[src/rtl/eprom_pkg.sv]
package eprom_pkg;

    typedef enum logic [2:0] {
        MD_READ,
        MD_PROGRAM,
        MD_VERIFY,
        MD_INHIBIT,
        MD_STANDBY,
        MD_OUTDIS,
        MD_IDENT,
        MD_ILLEGAL
    } mode_e;

    typedef enum logic [1:0] {
        ST_OFF,
        ST_WAIT,
        ST_VALID,
        ST_FLOAT
    } out_state_e;

    function automatic mode_e decode_mode(input logic ce_n, input logic oe_n,
                                          input logic pgm_n, input logic vpp_hi,
                                          input logic a9_hv);
        mode_e m;
        if (ce_n)
            m = vpp_hi ? MD_INHIBIT : MD_STANDBY;
        else if (vpp_hi) begin
            if (oe_n && !pgm_n)      m = MD_PROGRAM;
            else if (!oe_n && pgm_n) m = MD_VERIFY;
            else                     m = MD_ILLEGAL;
        end else begin
            if (oe_n && pgm_n)       m = MD_OUTDIS;
            else if (!oe_n && pgm_n) m = a9_hv ? MD_IDENT : MD_READ;
            else                     m = MD_ILLEGAL;
        end
        return m;
    endfunction

endpackage

[src/rtl/eprom_out_fsm.sv]
module eprom_out_fsm
    import eprom_pkg::*;
#(
    parameter int DW         = 8,
    parameter int KW         = 16,
    parameter int ACCESS_CYC = 3,
    parameter int FLOAT_CYC  = 2
) (
    input  logic          clk,
    input  logic          rst_n,
    input  logic          drive_req,
    input  logic [KW-1:0] key,
    input  logic [DW-1:0] rd_sel,
    output logic [DW-1:0] dout,
    output logic          dout_en
);
    localparam int MAXC   = (ACCESS_CYC > FLOAT_CYC) ? ACCESS_CYC : FLOAT_CYC;
    localparam int CW     = $clog2(MAXC + 2);
    localparam logic [CW-1:0] ACC_LD = CW'(ACCESS_CYC);
    localparam logic [CW-1:0] FLT_LD = CW'(FLOAT_CYC);
    localparam logic [CW-1:0] ONE    = CW'(1);

    out_state_e    st_q, st_d;
    logic [CW-1:0] cnt_q, cnt_d;
    logic [KW-1:0] key_q;
    logic [DW-1:0] data_q;
    logic          capture;
    logic          key_moved;

    assign key_moved = (key != key_q);

    always_comb begin
        st_d    = st_q;
        cnt_d   = cnt_q;
        capture = 1'b0;
        unique case (st_q)
            ST_OFF: begin
                if (drive_req) begin
                    st_d  = ST_WAIT;
                    cnt_d = ACC_LD;
                end
            end
            ST_WAIT: begin
                if (!drive_req) begin
                    st_d = ST_OFF;
                end else if (key_moved) begin
                    cnt_d = ACC_LD;
                end else if (cnt_q <= ONE) begin
                    st_d    = ST_VALID;
                    capture = 1'b1;
                end else begin
                    cnt_d = cnt_q - ONE;
                end
            end
            ST_VALID: begin
                if (!drive_req) begin
                    st_d  = (FLOAT_CYC == 0) ? ST_OFF : ST_FLOAT;
                    cnt_d = FLT_LD;
                end else if (key_moved) begin
                    st_d  = ST_WAIT;
                    cnt_d = ACC_LD;
                end
            end
            ST_FLOAT: begin
                if (drive_req) begin
                    st_d  = ST_WAIT;
                    cnt_d = ACC_LD;
                end else if (cnt_q <= ONE) begin
                    st_d = ST_OFF;
                end else begin
                    cnt_d = cnt_q - ONE;
                end
            end
        endcase
    end

    always_ff @(posedge clk or negedge rst_n) begin
        if (!rst_n) begin
            st_q   <= ST_OFF;
            cnt_q  <= '0;
            key_q  <= '0;
            data_q <= '0;
        end else begin
            st_q  <= st_d;
            cnt_q <= cnt_d;
            key_q <= key;
            if (capture) data_q <= rd_sel;
        end
    end

    always_comb begin
        dout_en = (st_q == ST_VALID) || (st_q == ST_FLOAT);
        dout    = data_q;
    end
endmodule

[config.mk]
export PLATFORM = sky130hd
export DESIGN_NAME = eprom_out_fsm
export DESIGN_NICKNAME = d
export VERILOG_FILES = /design/src/rtl/eprom_pkg.sv /design/src/rtl/eprom_out_fsm.sv
export SDC_FILE = /design/constraint.sdc
export NUM_CORES = 1
export LEC_CHECK = 0
export ABC_AREA = 1
export BUFFER_PORTS_ARGS = -buffer_cell sky130_fd_sc_hd__buf_2
export CAP_MARGIN = 0
export CORE_UTILIZATION = 48
export DETAILED_ROUTE_END_ITERATION = 12
export PLACE_DENSITY = 0.81
export SLEW_MARGIN = 5
export SYNTH_ARGS = -nofsm -noshare
export SYNTH_HDL_FRONTEND = slang
export SYNTH_SLANG_ARGS = --single-unit
[constraint.sdc]
create_clock -name clk -period 1.5 [get_ports clk]
set_input_delay 0.15 -clock clk [delete_from_list [all_inputs] [get_ports clk]]
set_output_delay 0.15 -clock clk [all_outputs]
set_load 0.01 [all_outputs]
==> results.txt <==
The number of inserted filler cells in the final layout is 241. For this block, the via count after detailed routing is 1415. After clock tree synthesis, the clock-pin slew on the worst setup and hold paths is 0.10 ns.

36 I/O pins were placed. The top cell types in the final layout, fill and taps aside, are sky130_fd_sc_hd__nand2_1 (60), sky130_fd_sc_hd__inv_1 (41), sky130_fd_sc_hd__buf_2 (32). The clock latency at the later pin of the worst-skew pair is 0.33 ns. The power consumption is 2.34 mW.

The global-route met1 utilization is 24.5%. The distinct cell type count after synthesis came out at 21. For met3 alone, demand over resource in global routing was 6.77%.

The final setup violation count came out at 7. The run finished, with violations left. Entering global routing, the biggest net connects 30 pins. The proportion of layout cells with a drive suffix above 1 came out at 32.7%.

The number of H-tree branching levels is 2. Global routing consumed, over all layers together, 20.3% of the routing resources. Dividing the detail-routed wire length by the instance count gives 10.7 um.

The worst vdd rail ir drop came out at 0.729 mV. Summed over all layers, the global routing overflow is 0. After detailed routing, the number of remaining DRC violations is 0.

The placeable core area came out at 3080 um2. The number of max-capacitance violations reported is 0. Once detail routing completed, the nets flagged for antenna violations numbered 0. The number of DRC markers in iteration 0 is 23. The global placer's final weighted congestion came out at 0.869. The largest driver fanout on the critical path is 8.

The layer flagged by global routing as most heavily used is met2. The relative max-transition margin is 57.9%. The maximum clock rate is 655 MHz. The via count of the first global-routing pass came out at 1278. The placed standard-cell area came out at 1790 um2. For this design the ratio of total power to cell area is 1100 nW/um2.

The Yosys warning count came out at 0. The synthesis-to-finish area growth is 36.4%. STA classifies the critical path endpoint as a register. The synthesis-stage register bit count came out at 29. Setup repair after global routing could not meet its margin everywhere. The total length of routed wires is 3310 um. During placement, the flow inserted port buffers numbering 35. The path class of the tightest hold or removal check is in2reg. The final instance area came out at 2140 um2. The die extent in y came out at 59.2 um. The tree is rooted in a sky130_fd_sc_hd__clkbuf_4. The net count reported at finish is 295. The number of antenna violations at the first check in global routing came out at 0. For the final routed database, the setup TNS stands at -0.105 ns. The largest clock skew in the final design came out at 0.00897 ns. The leakage component of the power came out at 1.23 nW. TritonCTS built the clock tree. The library cell used most frequently in the layout, excluding fill and tap cells, is sky130_fd_sc_hd__nand2_1. The number of clock sinks came out at 29. Dividing the synthesized area by the synthesized cell count gives 7.50 um2. The synthesized area is 1570 um2. The initial utilization of the core area, before any placement, comes to 50.9%.

The initialized floorplan defines 20 standard-cell rows. The startpoint kind of the worst setup timing path is a register. The width of the chip came out at 59.2 um. The first global-routing pass estimated 5240 um of wire. The worst endpoint data arrival time is 1.74 ns. The antenna cell count came out at 0.

The maximum clock path buffer count came out at 2. The die covers 3500 um2. The post-detailed-placement half-perimeter wirelength came out at 1970 um. TritonCTS created 5 clock buffers. By startpoint and endpoint, the worst setup path is classified as reg2reg.

The max-slew violation count is 0. The proportion of synthesized chip area in sequential cells came out at 46.3%. The number of nets in the synthesized netlist is 238. The minimum period implied by the final worst setup slack came out at 1.53 ns. The met2 demand-to-capacity share in global routing came out at 34.4%.

The post-route clock period utilization is 102%. Synthesis produced 209 cells. The slew at the pin closest to its max-slew limit came out at 0.632 ns. The worst hold slack across all endpoints is 0.0537 ns.

STA puts the critical path data required time at 1.72 ns. The number of hold violations in the final report is 0. The number of detailed-route iterations in the first pass is 4. The final setup slack of the worst path is -0.0272 ns.

The final reports fail on setup timing. In the routed layout, each cell is associated on average with a via count of 4.56. The final core utilization is 69.5%.
[metal layers]
layer | part of all wire [%] | up-vias
met5 | 0 | -
met3 | 5.6 | 8
li1 | - | 721
met4 | 1.6 | 0
met2 | 51 | 56
met1 | 42 | 630
[cells in the mapped netlist, drive strengths merged]
| cell | instances | area, um2 |
|---|---|---|
| nor2 | 30 | 145 |
| nand4 | 1 | 21.3 |
| a21oi | 3 | 15.0 |
| o21bai | 3 | 22.5 |
| o21ai | 10 | 80.1 |
| or2 | 1 | 6.26 |
| ha | 2 | 25.0 |
| clkbuf | 1 | 3.75 |
| xor2 | 2 | 17.5 |
| inv | 47 | 176 |
| xnor2 | 1 | 8.76 |
| buf | 1 | 11.3 |
| nand3 | 7 | 35.0 |
| dfrtp | 29 | 726 |
| nand2 | 71 | 274 |
[area by class of cell]
cell class	count	area (um2)	area share (%)
multi-input cells	131	736	34.4
flip-flops and latches	29	726	33.9
repair buffers	52	390	18.3
inverters	47	176	8.25
clock buffers	7	55.1	2.57
well taps	44	55.1	2.57
[registers in the layout (all words and copies together) (netlist names)]
name and flops:
key_q 16, dout 8, cnt_q 3, st_q 2
[stage by stage]
stage          setup WS [ns]  std cells
6_report             -0.0272        310
5_1_grt               -0.108        310
4_1_cts               0.0184        312
3_5_place_dp          -0.121        287
3_3_place_gp         -0.0495        287
2_1_floorplan         0.0663        209
[report_power, final]
group	leakage, nW	total (mW)	internal [mW]	switching, mW
clock network	0.0314	0.488	0.221	0.268
registers	0.359	0.945	0.856	0.0886
logic	0.840	0.908	0.372	0.536
[cells by family (layout without fill, tap and decap cells)]
kind of cell | count (synthesis) | count (layout) | share of synthesized area (%)
AND/OR/NAND/NOR | 110 | 110 | 30.7
buffers and inverters | 49 | 106 | 12.2
flip-flops | 29 | 29 | 46.3
AO/OA/AOI/OAI | 16 | 16 | 7.50
XOR/XNOR | 3 | 3 | 1.68
adder cells (fa/ha/maj) | 2 | 2 | 1.60
[worst max-delay path, cell delays in order, from the launching register on]
cell,delay (ns)
sky130_fd_sc_hd__dfrtp_1,0.45
sky130_fd_sc_hd__inv_2,0.11
sky130_fd_sc_hd__ha_4,0.12
sky130_fd_sc_hd__o21bai_4,0.12
sky130_fd_sc_hd__nand2_4,0.08
sky130_fd_sc_hd__inv_2,0.09
sky130_fd_sc_hd__nand4_4,0.15
sky130_fd_sc_hd__buf_12,0.17
sky130_fd_sc_hd__nand2_1,0.07
sky130_fd_sc_hd__o21ai_2,0.05
[path summary, 6_finish.rpt]
path | start | endpoint | slack, ns | depth (start not counted)
setup reg to reg | cnt_q[1] | dout[7] | -0.03 | 9
hold reg to reg | dout[1] | dout[1] | 0.49 | 2
min in group asynchronous | rst_n | cnt_q[1] | 0.38 | 2
max in group asynchronous | rst_n | dout[1] | 0.71 | 2
hold / removal | rd_sel[5] | dout[5] | 0.05 | 3
setup / recovery | cnt_q[1] | dout[7] | -0.03 | 9
[repair_timing]
action                     4_1_cts  5_1_grt
buffers inserted                 1        0
gates cloned                     0        1
hold endpoints to repair        45        0
pin swaps                        2       26
gates resized for setup          2       26
setup endpoints to repair        9       13
hold buffers                    17        0
(Power assumes the default switching activity.)
